### config.mk
export PLATFORM = sky130hd
export DESIGN_NAME = clkdiv_sync_bank
export DESIGN_NICKNAME = d
export VERILOG_FILES = /design/src/rtl/clkdiv_pkg.sv /design/src/rtl/clkdiv_sync_ctrl.sv /design/src/rtl/clkdiv_channel.sv /design/src/rtl/clkdiv_sync_bank.sv
export SDC_FILE = /design/constraint.sdc
export NUM_CORES = 1
export LEC_CHECK = 0
export ABC_AREA = 1
export BUFFER_PORTS_ARGS = -buffer_cell sky130_fd_sc_hd__buf_2
export CAP_MARGIN = 25
export CORE_AREA = 2 2 81 122
export CTS_BUF_LIST = sky130_fd_sc_hd__clkbuf_2 sky130_fd_sc_hd__clkbuf_4 sky130_fd_sc_hd__clkbuf_8
export CTS_CLUSTER_DIAMETER = 100
export DETAILED_ROUTE_END_ITERATION = 8
export DIE_AREA = 0 0 83 124
export PLACE_DENSITY = 0.65
export SLEW_MARGIN = 20
export SYNTH_ARGS = -nofsm -noshare
export SYNTH_HDL_FRONTEND = slang
export SYNTH_SLANG_ARGS = --single-unit
### constraint.sdc
create_clock -name clk -period 2.5 [get_ports clk]
set_input_delay 0.25 -clock clk [delete_from_list [all_inputs] [get_ports clk]]
set_output_delay 0.25 -clock clk [all_outputs]
set_load 0.05 [all_outputs]
### src/rtl/clkdiv_pkg.sv
package clkdiv_pkg;

  typedef enum logic {
    LVL_LOW  = 1'b0,
    LVL_HIGH = 1'b1
  } level_e;

  // cycles - 1 spent in the half whose level is lvl_high
  function automatic int unsigned half_count(bit lvl_high, int unsigned hi,
                                             int unsigned lo);
    return lvl_high ? hi : lo;
  endfunction

  // countdown value loaded at release: offset plus the first half
  function automatic int unsigned preset_count(int unsigned ph, bit st,
                                               int unsigned hi, int unsigned lo);
    return ph + half_count(st, hi, lo);
  endfunction

  function automatic int unsigned div_ratio(int unsigned hi, int unsigned lo);
    return hi + lo + 2;
  endfunction

endpackage

### src/rtl/clkdiv_sync_ctrl.sv
module clkdiv_sync_ctrl #(
  parameter int RELEASE_LAT = 10
) (
  input  logic clk,
  input  logic rst_n,
  input  logic sync_n,
  output logic sync_frozen,
  output logic release_p,
  output logic run_start
);
  localparam int LAT_W = $clog2(RELEASE_LAT + 1);

  logic [2:0]       cap_q;
  logic             busy_q;
  logic [LAT_W-1:0] lat_q;
  logic             frozen_d;

  // two synchronizer stages plus one stage for edge detection
  always_ff @(posedge clk or negedge rst_n) begin
    if (!rst_n) cap_q <= '0;
    else        cap_q <= {cap_q[1:0], sync_n};
  end

  assign release_p = cap_q[1] & ~cap_q[2];

  always_ff @(posedge clk or negedge rst_n) begin
    if (!rst_n) begin
      busy_q <= 1'b0;
      lat_q  <= '0;
    end else if (!cap_q[1]) begin
      busy_q <= 1'b0;
      lat_q  <= '0;
    end else if (release_p) begin
      busy_q <= 1'b1;
      lat_q  <= '0;
    end else if (busy_q) begin
      if (lat_q == LAT_W'(RELEASE_LAT - 1)) busy_q <= 1'b0;
      else                                  lat_q  <= lat_q + 1'b1;
    end
  end

  assign sync_frozen = ~cap_q[2] | busy_q;

  always_ff @(posedge clk or negedge rst_n) begin
    if (!rst_n) frozen_d <= 1'b1;
    else        frozen_d <= sync_frozen;
  end

  assign run_start = frozen_d & ~sync_frozen;

endmodule

### src/rtl/clkdiv_channel.sv
module clkdiv_channel
  import clkdiv_pkg::*;
#(
  parameter int CNT_W = 4,
  parameter int PH_W  = 4
) (
  input  logic             clk,
  input  logic             rst_n,
  input  logic             frozen,
  input  logic [CNT_W-1:0] cfg_high,
  input  logic [CNT_W-1:0] cfg_low,
  input  logic [PH_W-1:0]  cfg_phase,
  input  logic             cfg_start,
  output logic             level,
  output logic             wrap
);
  localparam int ACC_W = ((CNT_W > PH_W) ? CNT_W : PH_W) + 1;

  level_e           lvl_q;
  logic [ACC_W-1:0] cnt_q;
  logic [CNT_W-1:0] hi_sh;
  logic [CNT_W-1:0] lo_sh;

  assign wrap  = ~frozen & (cnt_q == '0);
  assign level = (lvl_q == LVL_HIGH);

  always_ff @(posedge clk or negedge rst_n) begin
    if (!rst_n) begin
      lvl_q <= LVL_LOW;
      cnt_q <= '0;
      hi_sh <= '0;
      lo_sh <= '0;
    end else if (frozen) begin
      lvl_q <= cfg_start ? LVL_HIGH : LVL_LOW;
      cnt_q <= ACC_W'(preset_count(32'(cfg_phase), cfg_start,
                                   32'(cfg_high), 32'(cfg_low)));
      hi_sh <= cfg_high;
      lo_sh <= cfg_low;
    end else if (wrap) begin
      lvl_q <= (lvl_q == LVL_HIGH) ? LVL_LOW : LVL_HIGH;
      cnt_q <= ACC_W'(half_count(lvl_q == LVL_LOW, 32'(hi_sh), 32'(lo_sh)));
    end else begin
      cnt_q <= cnt_q - 1'b1;
    end
  end

endmodule

### src/rtl/clkdiv_sync_bank.sv
module clkdiv_sync_bank #(
  parameter int NUM_CH      = 4,
  parameter int CNT_W       = 4,
  parameter int PH_W        = 4,
  parameter int RELEASE_LAT = 10
) (
  input  logic                    clk,
  input  logic                    rst_n,
  input  logic                    sync_n,
  input  logic [NUM_CH*CNT_W-1:0] cfg_high,
  input  logic [NUM_CH*CNT_W-1:0] cfg_low,
  input  logic [NUM_CH*PH_W-1:0]  cfg_phase,
  input  logic [NUM_CH-1:0]       cfg_start_high,
  input  logic [NUM_CH-1:0]       cfg_nosync,
  output logic [NUM_CH-1:0]       clk_out_a,
  output logic [NUM_CH-1:0]       clk_out_b
);
  logic              sync_frozen;
  logic              release_p;
  logic              run_start;
  logic              first_q;
  logic [NUM_CH-1:0] ch_frozen;
  logic [NUM_CH-1:0] ch_wrap;
  logic [NUM_CH-1:0] ch_level;

  clkdiv_sync_ctrl #(.RELEASE_LAT(RELEASE_LAT)) u_ctrl (
    .clk        (clk),
    .rst_n      (rst_n),
    .sync_n     (sync_n),
    .sync_frozen(sync_frozen),
    .release_p  (release_p),
    .run_start  (run_start)
  );

  // the release after reset includes every channel
  always_ff @(posedge clk or negedge rst_n) begin
    if (!rst_n)         first_q <= 1'b1;
    else if (run_start) first_q <= 1'b0;
  end

  for (genvar i = 0; i < NUM_CH; i++) begin : g_ch
    assign ch_frozen[i] = sync_frozen & (first_q | ~cfg_nosync[i]);

    clkdiv_channel #(.CNT_W(CNT_W), .PH_W(PH_W)) u_div (
      .clk      (clk),
      .rst_n    (rst_n),
      .frozen   (ch_frozen[i]),
      .cfg_high (cfg_high[i*CNT_W +: CNT_W]),
      .cfg_low  (cfg_low[i*CNT_W +: CNT_W]),
      .cfg_phase(cfg_phase[i*PH_W +: PH_W]),
      .cfg_start(cfg_start_high[i]),
      .level    (ch_level[i]),
      .wrap     (ch_wrap[i])
    );

    assign clk_out_a[i] = ch_level[i];
    assign clk_out_b[i] = ch_level[i];
  end

endmodule

## After elaboration in Yosys (flattened, before gate mapping)

Cells that the tools add are included.

- Register bits: 66
- Output and inout port bits: 8
- Logic and storage cells: 107

- Add/subtract/negate cells: 9
- Equal/unequal tests: 3
- Multiplexer cells: 40
- Bitwise operators: 25
- Reduce and logical (&&, ||, !) cells: 9

Operators by type and width:

| operator | count |
|---|---|
| $mux W4 | 12 |
| $mux W5 | 8 |
| $add A4 B5 Y5 | 4 |
| $logic_not A5 Y1 | 4 |
| $mux W1 | 20 |
| $sub A5 B1 Y5 const B | 4 |
| $and A1 B1 Y1 | 10 |
| $not A1 Y1 | 10 |
| $reduce_bool A2 Y1 | 4 |
| $ne A3 B3 Y1 const B | 2 |
| $or A1 B1 Y1 | 5 |
| $add A4 B1 Y4 const B | 1 |
| $eq A4 B4 Y1 const B | 1 |
| $reduce_and A2 Y1 | 1 |

## Logic depth before layout (Yosys ltp)

- Depth after elaboration: 7
- Depth in mapped cells: 11

## Modules after synthesis

A second synthesis with hierarchy kept.

- Cells, all modules: 544
- Area total of the unflattened synthesis: 3988.8 sq um

By module, submodules not included:

| module | times used | cells each | area an instance (sq um) | seq. area each (sq um) |
|---|---|---|---|---|
| clkdiv_channel | 4 | 121 | 867.1 | 350.3 |
| clkdiv_sync_ctrl | 1 | 48 | 432.9 | 226.5 |
| clkdiv_sync_bank | 1 | 12 | 87.6 | 26.3 |

## Worst setup path before layout

No wires, ideal clock.

- Path kind: input -> register
- Start point: input port cfg_start_high[0]
- End point: register g_ch[0].u_div.cnt_q[1]
- Setup time: 68 ps
- Data arrival time: 1581 ps
- Data required time: 2432 ps
- Path slack: 851 ps
- Stages: 7
- Path buffers: 1
- Cell sequence: clkbuf_1 o21ai_0 ha_1 inv_1 fa_1 or2_2 nand3_1

- Longest elaborated chain between the ends: 3

Ends and longest elaborated chain:

| item | line | RTL |
|---|---|---|
| start: declaration | clkdiv_sync_bank.sv:13 | `input logic [NUM_CH-1:0] cfg_start_high,` |
| $mux W4 | clkdiv_pkg.sv:11 | `return lvl_high ? hi : lo;` |
| $add A4 B5 Y5 | clkdiv_pkg.sv:17 | `return ph + half_count(st, hi, lo);` |
| $mux W5 | clkdiv_channel.sv:33 | `end else if (frozen) begin` |
| end signal: assignment | clkdiv_channel.sv:35 | `cnt_q <= ACC_W'(preset_count(32'(cfg_phase), cfg_start,` |
| end signal: assignment | clkdiv_channel.sv:41 | `cnt_q <= ACC_W'(half_count(lvl_q == LVL_LOW, 32'(hi_sh), 32'(lo_sh)));` |
| end signal: assignment | clkdiv_channel.sv:43 | `cnt_q <= cnt_q - 1'b1;` |
| end: declaration | clkdiv_channel.sv:20 | `logic [ACC_W-1:0] cnt_q;` |

Every way passes these cells.
A chain may end at the register's enable or synchronous reset.

## Worst setup path in the final report

- Start point: register g_ch[0].u_div.lvl_q
- End point: output port clk_out_b[0]

RTL lines:

| item | line | RTL |
|---|---|---|
| start: declaration | clkdiv_channel.sv:19 | `level_e lvl_q;` |
| start signal: assignment | clkdiv_channel.sv:34 | `lvl_q <= cfg_start ? LVL_HIGH : LVL_LOW;` |
| start signal: assignment | clkdiv_channel.sv:40 | `lvl_q <= (lvl_q == LVL_HIGH) ? LVL_LOW : LVL_HIGH;` |
| end: declaration | clkdiv_sync_bank.sv:16 | `output logic [NUM_CH-1:0] clk_out_b` |

No word-level cell between the ends.

==> run_results.csv <==
group,metric,value,unit
run_status,status,"complete, no violations",
yosys,yosys_warnings,0,
setup_path,slowest_stage,"dfrtp_1",
pwr,powerDensity,793.4,mW/mm^2
place,dp.final_hpwl,6592,um
timing,min_period,1.429,ns
setup_path,r2r_start,"g_ch[2].u_div.cnt_q[0]$_DFF_PN0_",
setup_path,r2r_end,"g_ch[2].u_div.cnt_q[2]$_DFF_PN0_",
floorplan,dieArea,0.01029,mm^2
setup_path,crit_family,"flip-flops",
yosys,synth_top_area_share,0.3920,
route,dr_total_vias,3593,
finish,areaGrowthSynthToFinish,14.67,%
route,detail_route.first_pass.iterations,4,
clock_network,numCtsBuffers,9,
timing,rsz0062_at_grt,"false",
yosys,avgSynthCellArea,7.243,um^2
yosys,yosysUniqueCellTypes,22,
timing,fmax,699.7,MHz
finish,drive_above_1_share,0.1672,
clock_network,cts_htree_levels,3,
yosys,ys_seq_area_frac,0.4049,
yosys,synthCells,564,
floorplan,io_pins,67,
setup_path,ff2ff_setup_slack,1.17,ns
timing,period_share,0.5716,
clock_network,post_cts_resize_count,0,
place,port_buffers,66,
setup_path,end_kind,"output pin",
clock_network,root_buffer,"clkbuf_8",
route,drt_iter0_drc,122,
setup_path,crit_fanout,8,
clock_network,path_clk_slew,0.07,ns
timing,finalHoldViolations,0,
clock_network,clkSinkCount,66,
setup_path,critPathRequiredTime,2.25,ns
setup_path,cp.buffers_inverters,1,
timing,drv_slew,0,
yosys,ys_seq_elements,66,
grt,grt_max_degree,35,
setup_path,cp-start-kind,"flop",
min_path,hp-start,"cfg_high[0]",
setup_path,critPathMaxStageDelay,0.51,ns
yosys,yosysTopAreaCell,"dfrtp_1",
floorplan,die_h,124,um
yosys,syn_nets,649,
clock_network,cts_buffer_depth,2,
setup_path,cp.arrival,1.18,ns
route,post-route-drc-count,0,
pwr,vdd_ir_drop_max,0.5880,mV
route,wl,8588,um
place,place_congestion,0.8685,
floorplan,coreArea,0.009200,mm^2
timing,setup_ws,1.071,ns
floorplan,die_w,83,um
route,ant_nets,0,
flow_run,maxCapViolations,0,
timing,worstMarginPinSlew,0.3639,ns
min_path,whs_path_depth,3,
grt,first_global_vias,3559,
finish,multi_input_area,0.001997,mm^2
clock_network,clk_latency,0.35,ns
finish,antennaDiodeCount,0,
finish,ff_latch_area,0.001654,mm^2
finish,nFillCells,927,
timing,setup_violations,0,
floorplan,initial_core_util,0.4440,
setup_path,r2r_cells,7,
min_path,min_path_type,"primary input to flop",
min_path,holdPathEnd,"g_ch[0].u_div.hi_sh[0]$_DFFE_PN0P_",
finish,finalNetCount,714,
grt,grt_antenna_before_repair,0,
timing,fin_worst_skew,0.005794,ns
grt,overflow,0,
timing,relSlewSlack,0.7548,
setup_path,worstPathCellList,"buf_2",
route,viasPerCell,4.816,
yosys,yosys-top-cells-area,"dfrtp_1, nand2_1, inv_1, ha_1, nand3_1",
route,post_drt_wl_per_cell,11.51,um
floorplan,fp-row-count,43,
yosys,synthesis.area,0.004085,mm^2
place,dp_slack,0.7982,ns
grt,grt_pass1_wl,15220,um
setup_path,critical_path_class,"flop to output pin",
grt,grt_util_all_layers,0.1826,
timing,setup_tns,0,ns
pwr,p_leak,2.702,nW
clock_network,cts_tree,"yes",
## registers in the layout, indices dropped and copies added, names as in the netlist
register	cells
g_ch.u_div.cnt_q	20
g_ch.u_div.hi_sh	16
g_ch.u_div.lo_sh	16
g_ch.u_div.level	4
u_ctrl.lat_q	4
u_ctrl.cap_q	3
first_q	1
u_ctrl.busy_q	1
u_ctrl.frozen_d	1
## cell usage in the layout (no fill, tap or decap)
cell type / Yosys / routed
fa_1: 4 / 4
inv_4: 4 / 4
buf_4: 10 / 1
nor2_1: 17 / 17
a21oi_1: 10 / 10
buf_2: 0 / 66
nand3_1: 47 / 47
nand2_4: 5 / 5
xor2_1: 5 / 5
dlygate4sd3_1: 0 / 2
nand3b_1: 1 / 1
o21ai_0: 36 / 36
clkinvlp_4: 0 / 1
nand4_1: 1 / 1
nand2_1: 239 / 239
ha_1: 22 / 22
dfrtp_1: 64 / 64
xnor2_1: 1 / 1
nor2_4: 4 / 4
or2_2: 6 / 6
clkinv_4: 0 / 2
buf_12: 0 / 1
nand3_2: 1 / 1
inv_1: 79 / 79
clkinv_2: 0 / 3
bufinv_16: 0 / 1
clkbuf_8: 0 / 9
dfstp_2: 2 / 2
## layout make-up
type,count,area share
tap,112,0.02991
multi-input combinational,399,0.4263
inverter,83,0.06864
clock buffer,9,0.02644
sequential,66,0.3531
timing repair buffer,70,0.08066
clock inverter,7,0.01496
## power breakdown
group | internal (W) | leakage, nW | switching, W | total [W]
clock | 0.000458 | 0.0990 | 0.000431 | 0.000888
sequential | 0.00131 | 0.808 | 0.000184 | 0.00149
combinational | 0.000468 | 1.80 | 0.000868 | 0.00134
total | 0.00223 | 2.70 | 0.00148 | 0.00372
## metal layers
layer  vias up  track usage  wire [um]
li1       1857            -          -
met1      1632       0.2010       3609
met2        88       0.3362       4394
met3        16      0.03910        371
met4         0      0.08504        211
met5         -            0          0
## cell usage after synthesis
cell / n
xnor2_1: 1
buf_6: 2
xor2_1: 5
clkbuf_1: 4
nand3_1: 47
nand3b_1: 1
ha_1: 22
nand4_1: 1
inv_1: 79
o21ai_0: 36
inv_4: 4
dfstp_2: 2
dfrtp_1: 64
nand2_1: 239
buf_4: 10
nor2_1: 17
or2_2: 6
a21oi_1: 10
fa_1: 4
nor2_4: 4
nand2_4: 5
nand3_2: 1
## logic make-up (layout without fill, tap and decap cells)
family                   after synthesis  in the layout  synth area share
XOR/XNOR                               6              6           0.01286
AND/OR/NAND/NOR                      321            321            0.3326
buffers and inverters                 99            169            0.1063
adder cells (fa/ha/maj)               26             26           0.08698
AO/OA/AOI/OAI                         46             46           0.05636
flip-flops                            66             66            0.4049
## tightest hold or removal path, cell delays in order
cell,delay [ns]
buf_2,0.09
nand2_1,0.05
nand2_1,0.05
## worst max path at each step
stage | from | cells after the start | to | slack, ns
floorplan | cfg_start_high[0] | 7 | g_ch[0].u_div.cnt_q[1]$_DFF_PN0_ | 0.85
global placement | cfg_start_high[2] | 7 | g_ch[2].u_div.cnt_q[1]$_DFF_PN0_ | 0.83
global route | u_ctrl.lat_q[1]$_DFFE_PN0P_ | 8 | u_ctrl.lat_q[3]$_DFFE_PN0P_ | 0.99
finish | g_ch[0].u_div.level$_DFFE_PN0P_ | 1 | clk_out_b[0] | 1.07
detailed placement | cfg_start_high[0] | 7 | g_ch[0].u_div.cnt_q[1]$_DFF_PN0_ | 0.80
CTS | g_ch[0].u_div.level$_DFFE_PN0P_ | 1 | clk_out_b[0] | 1.06
## through the flow
step | cell area, um^2 | hold WS [ns] | instances | util | power (W)
floorplan | 4085 | -0.04559 | 564 | - | 0.002585
global placement | 4471 | 0.1135 | 728 | 0.4859 | 0.002825
detailed placement | 4471 | 0.1135 | 728 | 0.4859 | 0.002854
CTS | 4684 | 0.09900 | 746 | 0.5092 | 0.003766
global route | 4684 | 0.1154 | 746 | 0.5092 | 0.004048
finish | 4684 | 0.1089 | 746 | 0.5092 | 0.003717
## repair_timing
action / CTS / global route
endpoints found under the hold margin: 6 / 0
buffers inserted: 0 / 0
hold buffers: 2 / 0
(Power assumes the default switching activity.)
